[src/rtl/sgw_pkg.sv]
package sgw_pkg;
  localparam int WORD_W    = 32;
  localparam int DESC_WRDS = 4;
  localparam int FLG_ORD   = 4;
  localparam int FLG_WR    = 5;
  localparam int FLG_LAST  = 7;

  typedef struct packed {
    logic [WORD_W-1:0] buf_addr;
    logic [WORD_W-1:0] len_units;
    logic              ordered;
    logic              write;
    logic              last;
    logic [3:0]        mode;
    logic [WORD_W-1:0] next_ptr;
  } desc_t;

  typedef enum logic [1:0] {S_IDLE, S_FETCH, S_CHECK, S_XFER} wstate_t;
endpackage

[src/rtl/sgw_fetch.sv]
module sgw_fetch #(
  parameter int WW    = 32,
  parameter int WORDS = 4
) (
  input  logic                clk,
  input  logic                rst,
  input  logic                go,
  input  logic [WW-1:0]       base,
  output logic                rd_req,
  output logic [WW-1:0]       rd_addr,
  input  logic                rd_valid,
  input  logic [WW-1:0]       rd_data,
  output logic [WORDS*WW-1:0] words_o,
  output logic                fin
);
  localparam int IW = (WORDS > 1) ? $clog2(WORDS) : 1;
  localparam logic [WW-1:0] STEP = WW'(WW / 8);

  logic [WW-1:0] wbuf [WORDS];
  logic [IW-1:0] idx;

  always_ff @(posedge clk) begin
    if (rst) begin
      rd_req  <= 1'b0;
      rd_addr <= '0;
      idx     <= '0;
      fin     <= 1'b0;
    end else begin
      fin <= 1'b0;
      if (go) begin
        rd_req  <= 1'b1;
        rd_addr <= base;
        idx     <= '0;
      end else if (rd_req && rd_valid) begin
        if (idx == IW'(WORDS - 1)) begin
          rd_req <= 1'b0;
          fin    <= 1'b1;
        end else begin
          idx     <= idx + 1'b1;
          rd_addr <= rd_addr + STEP;
        end
      end
    end
  end

  always_ff @(posedge clk) begin
    if (rd_req && rd_valid) wbuf[idx] <= rd_data;
  end

  for (genvar g = 0; g < WORDS; g++) begin : g_out
    assign words_o[g*WW +: WW] = wbuf[g];
  end
endmodule

[src/rtl/sgw_unpack.sv]
module sgw_unpack
  import sgw_pkg::*;
(
  input  logic [DESC_WRDS*WORD_W-1:0] words,
  output desc_t                       d
);
  logic [WORD_W-1:0] w_ctl;
  logic              unused_bits;

  assign w_ctl       = words[2*WORD_W +: WORD_W];
  assign d.buf_addr  = words[0 +: WORD_W];
  assign d.len_units = words[WORD_W +: WORD_W];
  assign d.ordered   = w_ctl[FLG_ORD];
  assign d.write     = w_ctl[FLG_WR];
  assign d.last      = w_ctl[FLG_LAST];
  assign d.mode      = w_ctl[11:8];
  assign d.next_ptr  = words[3*WORD_W +: WORD_W];
  assign unused_bits = ^{w_ctl[31:12], w_ctl[6], w_ctl[3:0]};
endmodule

[src/rtl/sg_chain_walker.sv]
module sg_chain_walker
  import sgw_pkg::*;
#(
  parameter int MAX_DESC = 256,
  parameter int LEN_SH   = 3
) (
  input  logic                     clk,
  input  logic                     rst,
  input  logic                     start,
  input  logic [WORD_W-1:0]        first_addr,
  output logic                     rd_req,
  output logic [WORD_W-1:0]        rd_addr,
  input  logic                     rd_valid,
  input  logic [WORD_W-1:0]        rd_data,
  output logic                     xfer_valid,
  output logic [WORD_W-1:0]        xfer_addr,
  output logic [WORD_W+LEN_SH-1:0] xfer_bytes,
  output logic                     xfer_write,
  output logic                     xfer_ordered,
  output logic [3:0]               xfer_mode,
  input  logic                     xfer_ready,
  output logic                     busy,
  output logic                     done,
  output logic                     err_zero_len,
  output logic                     err_overrun
);
  localparam int CW = $clog2(MAX_DESC + 1);
  localparam logic [CW-1:0] CNT_MAX = CW'(MAX_DESC);

  wstate_t                      state;
  logic                         fgo;
  logic                         fdone;
  logic [WORD_W-1:0]            fbase;
  logic [DESC_WRDS*WORD_W-1:0]  words;
  desc_t                        d;
  logic [CW-1:0]                cnt;

  sgw_fetch #(.WW(WORD_W), .WORDS(DESC_WRDS)) u_fetch (
    .clk(clk), .rst(rst), .go(fgo), .base(fbase),
    .rd_req(rd_req), .rd_addr(rd_addr), .rd_valid(rd_valid),
    .rd_data(rd_data), .words_o(words), .fin(fdone)
  );

  sgw_unpack u_unpack (.words(words), .d(d));

  always_ff @(posedge clk) begin
    if (rst) begin
      state        <= S_IDLE;
      busy         <= 1'b0;
      done         <= 1'b0;
      err_zero_len <= 1'b0;
      err_overrun  <= 1'b0;
      xfer_valid   <= 1'b0;
      xfer_addr    <= '0;
      xfer_bytes   <= '0;
      xfer_write   <= 1'b0;
      xfer_ordered <= 1'b0;
      xfer_mode    <= '0;
      fgo          <= 1'b0;
      fbase        <= '0;
      cnt          <= '0;
    end else begin
      done <= 1'b0;
      fgo  <= 1'b0;
      case (state)
        S_IDLE: if (start) begin
          fbase        <= {first_addr[WORD_W-1:3], 3'b000};
          fgo          <= 1'b1;
          cnt          <= '0;
          err_zero_len <= 1'b0;
          err_overrun  <= 1'b0;
          busy         <= 1'b1;
          state        <= S_FETCH;
        end
        S_FETCH: if (fdone) state <= S_CHECK;
        S_CHECK: begin
          if (d.len_units == '0) begin
            err_zero_len <= 1'b1;
            busy         <= 1'b0;
            done         <= 1'b1;
            state        <= S_IDLE;
          end else begin
            xfer_valid   <= 1'b1;
            xfer_addr    <= d.buf_addr;
            xfer_bytes   <= {d.len_units, LEN_SH'(0)};
            xfer_write   <= d.write;
            xfer_ordered <= d.ordered;
            xfer_mode    <= d.mode;
            cnt          <= cnt + 1'b1;
            state        <= S_XFER;
          end
        end
        S_XFER: if (xfer_ready) begin
          xfer_valid <= 1'b0;
          if (d.last || cnt == CNT_MAX) begin
            err_overrun <= !d.last;
            busy        <= 1'b0;
            done        <= 1'b1;
            state       <= S_IDLE;
          end else begin
            fbase <= {d.next_ptr[WORD_W-1:3], 3'b000};
            fgo   <= 1'b1;
            state <= S_FETCH;
          end
        end
        default: state <= S_IDLE;
      endcase
    end
  end
endmodule

[config.mk]
export PLATFORM = sky130hd
export DESIGN_NAME = sg_chain_walker
export DESIGN_NICKNAME = d
export VERILOG_FILES = /design/src/rtl/sgw_pkg.sv /design/src/rtl/sgw_fetch.sv /design/src/rtl/sgw_unpack.sv /design/src/rtl/sg_chain_walker.sv
export SDC_FILE = /design/constraint.sdc
export NUM_CORES = 1
export LEC_CHECK = 0
export BUFFER_PORTS_ARGS = -buffer_cell sky130_fd_sc_hd__buf_2
export CAP_MARGIN = 10
export CORE_ASPECT_RATIO = 1.1
export CORE_MARGIN = 2
export CORE_UTILIZATION = 55
export DETAILED_ROUTE_END_ITERATION = 8
export PLACE_DENSITY = 0.85
export SETUP_SLACK_MARGIN = 0.2
export SKIP_CTS_REPAIR_TIMING = 1
export SYNTH_ARGS = -nofsm -noshare
export SYNTH_HDL_FRONTEND = slang
export SYNTH_SLANG_ARGS = --single-unit
[constraint.sdc]
create_clock -name clk -period 2.6 [get_ports clk]
set_input_delay 0.26 -clock clk [delete_from_list [all_inputs] [get_ports clk]]
set_output_delay 0.26 -clock clk [all_outputs]
set_load 0.05 [all_outputs]
# Word-level counts from Yosys, hierarchy flattened
# Memory sizes are Yosys's and may differ from the RTL's. A register that Yosys moved wholly into a read port is not among the register bits.
# Cells that the tools add are included.
dict set report word_totals {
  regBits 123
  mem_bits_rw 128
  inputBits 69
  output_inout_bits 111
  memories 1
}
dict set report classes {
  add_sub_neg 3
  eq_ne 13
  muxes 44
  bitwise 3
  n_reduce_logical 24
}
# name words width rd rd_clocked_by_memory_dff wr line
set mem_list {}
lappend mem_list {u_fetch.wbuf 4 32 4 1 1 sgw_fetch.sv:19} ;# logic [WW-1:0] wbuf [WORDS];
# operator count
set op_table {}
lappend op_table {{2-to-1 mux 32 bit} 6}
lappend op_table {{case mux 32 bit (2 select lines)} 1}
lappend op_table {{adder 32 x 3 -> 32 bit (second input constant)} 1}
lappend op_table {{logical NOT 32 bit} 1}
lappend op_table {{2-to-1 mux 1 bit} 23}
lappend op_table {{2-to-1 mux 9 bit} 2}
lappend op_table {{case mux 9 bit (2 select lines)} 1}
lappend op_table {{!= test 2 bit (second input constant)} 7}
lappend op_table {{AND reduction 3 bit} 4}
lappend op_table {{case mux 1 bit (2 select lines)} 5}
lappend op_table {{nonzero test 2 bit} 5}
lappend op_table {{adder 9 x 1 -> 9 bit (second input constant)} 1}
lappend op_table {{== test 9 bit (second input constant)} 1}
lappend op_table {{2-to-1 mux 2 bit} 4}
lappend op_table {{case mux 2 bit (4 select lines)} 1}
lappend op_table {{AND reduction 2 bit} 4}
lappend op_table {{AND reduction 4 bit} 2}
lappend op_table {{== test 2 bit (second input constant)} 3}
lappend op_table {{AND reduction 5 bit} 1}
lappend op_table {{inverter 1 bit} 3}
lappend op_table {{case mux 1 bit (3 select lines)} 1}
lappend op_table {{nonzero test 3 bit} 1}
lappend op_table {{OR reduction 3 bit} 1}
lappend op_table {{adder 2 x 1 -> 2 bit (second input constant)} 1}
lappend op_table {{other kinds (7)} 7}

# Depth between registers and ports, before layout
# Gate-level depths: netlist of the first run.
dict set report logic_depth {
  ltp_word 5
  depth_mapped 8
  mapped_depth_nobuf 7
}

# Cells and area by module
# From an unflattened synthesis of the first run, not the netlist that was laid out.
dict set report hier_totals {
  cells_unflattened 1061
  hier_area_um2 11547.3
}
# mod instances cells_per_inst area_per_inst_um2 seq_area_each_um2
set modules_own_cells {}
lappend modules_own_cells {sgw_fetch 1 384 5896.9 4564.4}
lappend modules_own_cells {sg_chain_walker 1 574 4877.2 2322.2}
lappend modules_own_cells {sgw_unpack 1 103 773.2 0.0}

# Worst setup path before layout of the first run
# OpenSTA, ideal clock, no wires.
dict set report synth_timing {
  kind {register to register}
  start {register u_fetch.rd_addr[2]}
  end {register u_fetch.rd_addr[18]}
  setup_time_ns 0.091
  arrival_ns 2.042
  path_slack_ns 0.467
  stages_incl_launch_ff 7
  n_path_buf 1
  period_less_slack_ns 2.133
  cell_sequence {dfxtp_1 ha_1 and4b_1 clkbuf_1 nand2_1 or3_1 a311oi_1}
}
dict set report synth_via {
  elab_chain_len 4
}
# element line
set synth_lines {}
lappend synth_lines {{from (decl)} sgw_fetch.sv:10} ;# output logic [WW-1:0] rd_addr,
lappend synth_lines {{from (signal assigned)} sgw_fetch.sv:32} ;# rd_addr <= base;
lappend synth_lines {{from (signal assigned)} sgw_fetch.sv:40} ;# rd_addr <= rd_addr + STEP;
lappend synth_lines {{adder 32 x 3 -> 32 bit} sgw_fetch.sv:40}
lappend synth_lines {{2-to-1 mux 32 bit} sgw_fetch.sv:35} ;# if (idx == IW'(WORDS - 1)) begin
lappend synth_lines {{2-to-1 mux 32 bit} sgw_fetch.sv:34} ;# end else if (rd_req && rd_valid) begin
lappend synth_lines {{2-to-1 mux 32 bit} sgw_fetch.sv:30} ;# if (go) begin
# Every way passes these cells. The select of a mux whose other input is x is not followed.
# A chain may end at the register's enable or synchronous reset.

# Worst setup path in the final report of the first run
dict set report layout_timing {
  start {register state[0]}
  end {register fbase[28]}
}
dict set report layout_via {
  elab_chain_len 3
  elab_cells_between_ends 8
  classes_between {eq/ne: 4; mux: 1; reduce/logical: 3}
}
# element line
set layout_lines {}
lappend layout_lines {{from (decl)} sg_chain_walker.sv:30} ;# wstate_t state;
lappend layout_lines {{from (signal assigned)} sg_chain_walker.sv:48} ;# state <= S_IDLE;
lappend layout_lines {{from (signal assigned)} sg_chain_walker.sv:73} ;# state <= S_FETCH;
lappend layout_lines {{from (signal assigned)} sg_chain_walker.sv:75} ;# S_FETCH: if (fdone) state <= S_CHECK;
lappend layout_lines {{== test 2 bit or logical NOT 2 bit (tied branches)} sg_chain_walker.sv:65} ;# case (state)
lappend layout_lines {{!= test 2 bit (no line) or nonzero test 2 bit (tied branches)} -}
lappend layout_lines {{AND reduction 4 bit (no line)} -}
lappend layout_lines {{to (signal assigned)} sg_chain_walker.sv:67} ;# fbase <= {first_addr[WORD_W-1:3], 3'b000};
lappend layout_lines {{to (signal assigned)} sg_chain_walker.sv:101} ;# fbase <= {d.next_ptr[WORD_W-1:3], 3'b000};
lappend layout_lines {{to (decl)} sg_chain_walker.sv:33} ;# logic [WORD_W-1:0] fbase;
# Parallel ways exist; a longest one is shown, timed or not.

==> results of run 1 <==
[logic make-up (layout without fill, tap and decap cells)]
logic type      Yosys count  after routing  share of synthesized area
flops                   250            250                      0.617
mux                      37             37                     0.0382
other cells               1              7                   0.000385
xor+xnor                 23             23                     0.0207
simple gates            331            331                      0.151
compound gates          170            171                      0.120
fa+ha+maj                12             12                     0.0154
buf+inv                  75            273                     0.0370
[how the worst max path moves through the flow]
stage	cells after the start	end	slack [ps]
after floorplan	6	u_fetch.rd_addr[18]$_SDFFE_PP0P_	470
after global placement	8	fbase[26]$_SDFFE_PP0P_	180
after detailed placement	8	fbase[28]$_SDFFE_PP0P_	100
after CTS	8	fbase[28]$_SDFFE_PP0P_	60
after global routing	8	fbase[26]$_SDFFE_PP0P_	110
final	8	fbase[28]$_SDFFE_PP0P_	290
[critical path: cells and delay by family (launching register included)]
family          cells  cell delay (ps)
fa+ha+maj           1              260
flops               1              400
buf+inv             3              460
simple gates        1               50
compound gates      3             1030
[Yosys cell counts (all sizes together)]
master	instances	share of area
a211oi	47	0.036
and4	5	0.0045
nor3	6	0.0031
and2	4	0.0026
nor2	68	0.026
nor4b	2	0.0018
nand2b	2	0.0013
nand4	12	0.0077
dfxtp	150	0.31
o41a	1	0.0012
o41ai	2	0.0037
and3	11	0.0071
or3	4	0.0026
and4b	1	0.0010
xnor2	21	0.019
xor2	2	0.0018
a21oi	91	0.056
o21ai	8	0.0041
nand3b	3	0.0023
conb	1	0.00039
edfxtp	100	0.31
o22ai	1	0.00064
and3b	1	0.00090
nand3	13	0.0067
clkbuf	36	0.014
or2	2	0.0013
o21a	1	0.00077
a21o	1	0.00077
o2111ai	1	0.0015
mux2	1	0.0012
inv	17	0.0066
nor2b	2	0.0013
a311oi	14	0.013
nor4	19	0.012
nor3b	1	0.00077
buf	22	0.017
ha	12	0.015
a31o	2	0.0018
mux2i	36	0.037
nand2	173	0.067
or4	2	0.0015
o21bai	1	0.00077
[metal layers]
layer	track usage	part of all wire	vias up	wire [um]
li1	-	-	3570	-
met1	0.327	0.41	3525	9870
met2	0.393	0.48	335	11600
met3	0.0395	0.073	56	1740
met4	0.0879	0.029	0	702
met5	0	0	-	0
[through the flow]
step | setup WS [ps] | power, mW | instance area, um2
finish | 291 | 12.2 | 11900
global route | 107 | 12.8 | 11900
CTS | 62.2 | 12.2 | 11600
detailed placement | 100 | 8.58 | 10800
global placement | 176 | 8.49 | 10800
floorplan | 467 | 7.76 | 9750
[power by group through the flow]
stage | Combinational [mW] | Sequential [mW] | Clock, mW
CTS | 3.41 | 5.11 | 3.67
global placement | 3.32 | 5.16 | 0
detailed placement | 3.39 | 5.18 | 0
global route | 3.75 | 5.19 | 3.83
finish | 3.48 | 5.12 | 3.61
floorplan | 1.60 | 6.16 | 0
[layout make-up]
| type | count | area [um2] |
|---|---|---|
| flip-flops and latches | 250 | 6010 |
| fillers | 1256 | 5670 |
| multi-input cells | 579 | 3420 |
| repair buffers | 211 | 1260 |
| clock buffers | 32 | 682 |
| well taps | 238 | 298 |
| clock inverters | 13 | 145 |
| inverters | 17 | 63.8 |
| diodes | 2 | 5.00 |
[registers in the layout, indices dropped and copies added (netlist names)]
| register | count |
|---|---|
| u_fetch.wbuf | 100 |
| xfer_addr | 32 |
| xfer_bytes | 32 |
| u_fetch.rd_addr | 30 |
| fbase | 29 |
| cnt | 9 |
| xfer_mode | 4 |
| state | 2 |
| u_fetch.idx | 2 |
| busy | 1 |
| done | 1 |
| err_overrun | 1 |
| err_zero_len | 1 |
| fgo | 1 |
| u_fetch.fin | 1 |
| u_fetch.rd_req | 1 |
| xfer_ordered | 1 |
| xfer_valid | 1 |
| xfer_write | 1 |
==> impl_metrics.csv, run 1 <==
group,metric,value,unit
outcome,status,"finished, final reports clean",
min_path,min_path_cells,1,
drt,drtPass1Iterations,5,
worst_setup_path,critPathCaptureType,"flip-flop",
synth,synth_warnings,0,
clock_network,cts_inserted_buffers,25,
worst_setup_path,slowest_delay,600,ps
timing,fmax,433,MHz
worst_setup_path,crit_slowest_cell,"a21oi_4",
min_path,hp-start,"rd_data[10]",
clock_network,clock-root-buffer,"clkbuf_16",
power,peakVddDrop,0.704,mV
power,p_per_area,1030,nW/um2
placement,io_buffers,171,
die,core_area,17500,um2
timing,setup_viol,0,
clock_network,cts.sinks,250,
layout,syn_to_final_growth,22.0,%
power,switching_share,0.359,
drt,num_vias,7486,
placement,dp.cells,1268,
flow_run,cap_violations,0,
die,fp.dieW,131,um
global_route,grt_pass1_wl,35400,um
clock_network,clk_path_buf_depth,3,
die,dieArea,18800,um2
timing,period_minus_slack,2310,ps
timing,hold_ws,3.33,ps
worst_setup_path,r2r_end,"fbase[28]$_SDFFE_PP0P_",
layout,layout_common_cells,"nand2_1 (173), buf_2 (170), dfxtp_1 (150), edfxtp_1 (100), nor2_1 (68)",
worst_setup_path,crit_fanout,25,
timing,worst_slew_pin_slew,1010,ps
global_route,gr-usage-all-layers,0.241,
placement,dpl.hpwl,15500,um
worst_setup_path,crit_start,"state[0]$_SDFFE_PP0P_",
timing,finalCritPeriodShare,0.888,
power,leakage,4.46,nW
layout,stdcell_count,1342,
layout,drive_gt1_frac,0.235,
die,die_h,144,um
drt,antenna_left,0,
synth,netlist_instances,899,
synth,synth-seq-cells,250,
worst_setup_path,rr_startpoint,"state[0]$_SDFFE_PP0P_",
clock_network,clk_latency,510,ps
power,combPwrFrac,0.285,
power,p_seq_frac,0.419,
global_route,grt_antenna_before_repair,1,
synth,synth.distinct_cells,47,
worst_setup_path,crit_type,"flip-flop to flip-flop",
timing,finalSetupTns,0,ps
worst_setup_path,r2r_slack,290,ps
placement,routabilityCongestion,0.885,
worst_setup_path,path_common_cell,"inv_1",
worst_setup_path,r2r_cells,8,
worst_setup_path,required,3010,ps
min_path,hold_path.class,"input port to flip-flop",
timing,rsz0062_at_grt,"true",
synth,yosysSeqAreaShare,0.617,
die,io_pins,180,
global_route,grt_pass1_vias,6785,
layout,fin_util,0.677,
timing,finalHoldViolations,0,
power,pwr-share-clk,0.296,
layout,num-nets-final,1165,
die,core.rowCount,51,
clock_network,cts_tree,"built",
clock_network,h-tree-depth,1,
die,start_util,0.555,
drt,dr.first_iter.drc_count,565,
worst_setup_path,arrival,2710,ps
layout,layout_commonest_cell,"nand2_1",
worst_setup_path,worstSetupStartpointType,"flip-flop",
clock_network,path_clk_slew,70,ps
drt,wire_per_inst,17.8,um
synth,postSynthAreaPerCell,10.8,um2
timing,max_slew_margin,0.327,
timing,finalClockSkew,23.8,ps
power,power.internal,7.83,mW
global_route,grt_max_degree,72,
drt,drc,0,
synth,synth_area,9740,um2
power,net-switching-power,4.39,mW
global_route,overflow,0,
timing,slew_violations,0,
drt,wirelength,23900,um
worst_setup_path,crit_chain,"inv_1 > ha_1 > inv_1 > o22ai_1 > a21oi_4 > buf_4 > nor2_1 > a211oi_1",
drt,via_per_inst,5.58,
min_path,hold_end,"u_fetch.wbuf[3][10]$_DFFE_PP_",
No activity file was read; power rests on OpenSTA's default activity.
==> run 2, diff against run 1 <==
--- a/config.mk
+++ b/config.mk
@@ -5,7 +5,7 @@
 export SDC_FILE = /design/constraint.sdc
 export NUM_CORES = 1
 export LEC_CHECK = 0
-export BUFFER_PORTS_ARGS = -buffer_cell sky130_fd_sc_hd__buf_2
+export BUFFER_PORTS_ARGS = -buffer_cell sky130_fd_sc_hd__clkbuf_2
 export CAP_MARGIN = 10
 export CORE_ASPECT_RATIO = 1.1
 export CORE_MARGIN = 2
==> impl_metrics.csv, run 2 (same netlist as run 1, synthesis figures left out) <==
group,metric,value,unit
drt,num_vias,7420,
drt,drc,0,
die,dieArea,18800,um2
worst_setup_path,critical-path-top-delay-family,"simple AND/OR/NAND/NOR gates",
timing,setup_viol,0,
clock_network,cts_tree,"built",
global_route,grt_pass1_vias,6752,
layout,layout_common_cells,"nand2_1 (173), clkbuf_2 (170), dfxtp_1 (150), edfxtp_1 (100), nor2_1 (68)",
timing,fmax,447,MHz
layout,stdcell_count,1342,
worst_setup_path,critPathCaptureType,"flip-flop",
drt,via_per_inst,5.53,
layout,largest-register,"u_fetch.wbuf",
timing,finalSetupTns,0,ps
layout,final_cell_area,11800,um2
outcome,status,"finished, final reports clean",
placement,post_dp_cell_area,10800,um2
timing,max_slew_margin,0.548,
power,p_per_area,1010,nW/um2
power,power.internal,7.61,mW
global_route,grt_max_degree,69,
placement,io_buffers,171,
layout,regArea,6010,um2
worst_setup_path,crit_path_end,"xfer_addr[20]$_SDFFE_PP0P_",
worst_setup_path,crit_fanout,55,
min_path,hold_path.class,"input port to flip-flop",
global_route,gr-usage-all-layers,0.240,
global_route,grt_antenna_before_repair,0,
global_route,overflow,0,
worst_setup_path,crit_buf_inv,2,
clock_network,cts.sinks,250,
layout,syn_to_final_growth,21.5,%
flow_run,cap_violations,0,
timing,rsz0062_at_grt,"false",
timing,finalCritPeriodShare,0.861,
timing,finalHoldViolations,0,
clock_network,cts_inserted_buffers,24,
die,fp.dieW,131,um
power,switching_share,0.363,
worst_setup_path,r2r_cells,7,
die,core_area,17500,um2
worst_setup_path,arrival,2660,ps
power,combPwrFrac,0.289,
power,pwr-share-clk,0.281,
power,p_seq_frac,0.430,
worst_setup_path,path_depth,7,
timing,period_minus_slack,2240,ps
clock_network,clock-root-buffer,"clkbuf_16",
global_route,grt_pass1_wl,35100,um
drt,drtPass1Iterations,4,
worst_setup_path,crit_slowest_cell,"edfxtp_1",
timing,worst_slew_pin_slew,660,ps
placement,dp.cells,1266,
power,leakage,4.35,nW
power,peakVddDrop,0.631,mV
layout,top_regs,"u_fetch.wbuf (100), xfer_addr (32), xfer_bytes (32)",
timing,slew_violations,0,
layout,multi_input_area,3410,um2
clock_network,path_clk_slew,70,ps
drt,wire_per_inst,17.8,um
worst_setup_path,r2r_slack,360,ps
drt,wirelength,23900,um
clock_network,clk_path_buf_depth,3,
placement,dpl.hpwl,15500,um
drt,antenna_left,0,
die,die_h,144,um
worst_setup_path,crit_start,"u_fetch.wbuf[1][25]$_DFFE_PP_",
layout,diodes,0,
clock_network,h-tree-depth,1,
worst_setup_path,required,3030,ps
placement,routabilityCongestion,0.894,
power,net-switching-power,4.33,mW
worst_setup_path,slowest_delay,430,ps
layout,drive_gt1_frac,0.231,
die,core.rowCount,51,
worst_setup_path,crit_type,"flip-flop to flip-flop",
worst_setup_path,r2r_end,"xfer_addr[20]$_SDFFE_PP0P_",
die,io_pins,180,
worst_setup_path,crit_chain,"nor4_1 > nand2_1 > buf_4 > o41ai_4 > buf_12 > nand2_1 > a21oi_1",
layout,fillers,1292,
layout,layout_commonest_cell,"nand2_1",
clock_network,clk_latency,510,ps
timing,finalClockSkew,15.5,ps
layout,largest_reg_flops,100,
worst_setup_path,rr_startpoint,"u_fetch.wbuf[1][25]$_DFFE_PP_",
drt,dr.first_iter.drc_count,596,
layout,num-nets-final,1167,
power,p_total,11.9,mW
die,start_util,0.555,
worst_setup_path,worstSetupStartpointType,"flip-flop",
worst_setup_path,path_common_cell,"nand2_1",
## run 2: how the worst min path moves through the flow
stage                                    start                           end  slack [ps]  depth (start not counted)
floorplan                           rd_data[0]  u_fetch.wbuf[0][0]$_DFFE_PP_         360                          0
global placement    xfer_bytes[6]$_SDFFE_PP0P_    xfer_bytes[6]$_SDFFE_PP0P_         440                          2
detailed placement  xfer_addr[27]$_SDFFE_PP0P_    xfer_addr[27]$_SDFFE_PP0P_         450                          2
CTS                                 rd_data[0]  u_fetch.wbuf[0][0]$_DFFE_PP_         -70                          1
global route                        rd_data[7]  u_fetch.wbuf[2][7]$_DFFE_PP_           5                          1
finish                              rd_data[7]  u_fetch.wbuf[3][7]$_DFFE_PP_          20                          1
## run 2: area by class of cell
cell class	instances	area share
clock buffer	37	0.0584
clock inverter	7	0.00539
inverter	17	0.00539
multi-input combinational	578	0.288
sequential	250	0.508
tap	238	0.0252
timing repair buffer	215	0.110
## run 2: routing by layer
layer | vias to the layer above | track usage | routed length, um
li1 | 3558 | - | -
met1 | 3492 | 0.326 | 9870
met2 | 316 | 0.388 | 11700
met3 | 54 | 0.0469 | 1730
met4 | 0 | 0.0767 | 641
met5 | - | 0 | 0
## run 2: per-stage QoR
step / util / hold slack (ps) / setup WS (ps)
after floorplan: - / 359 / 467
after global placement: 0.613 / 443 / 343
after detailed placement: 0.613 / 447 / 291
after CTS: 0.656 / -70.4 / 261
after global routing: 0.674 / 4.70 / 205
final: 0.674 / 19.5 / 361
## run 2: power by group through the flow
| stage | combinational, mW | sequential, mW | clock [mW] |
|---|---|---|---|
| finish | 3.45 | 5.13 | 3.36 |
| global route | 3.72 | 5.20 | 3.57 |
| CTS | 3.41 | 5.12 | 3.40 |
| detailed placement | 3.40 | 5.20 | 0 |
| global placement | 3.33 | 5.17 | 0 |
| floorplan | 1.60 | 6.16 | 0 |
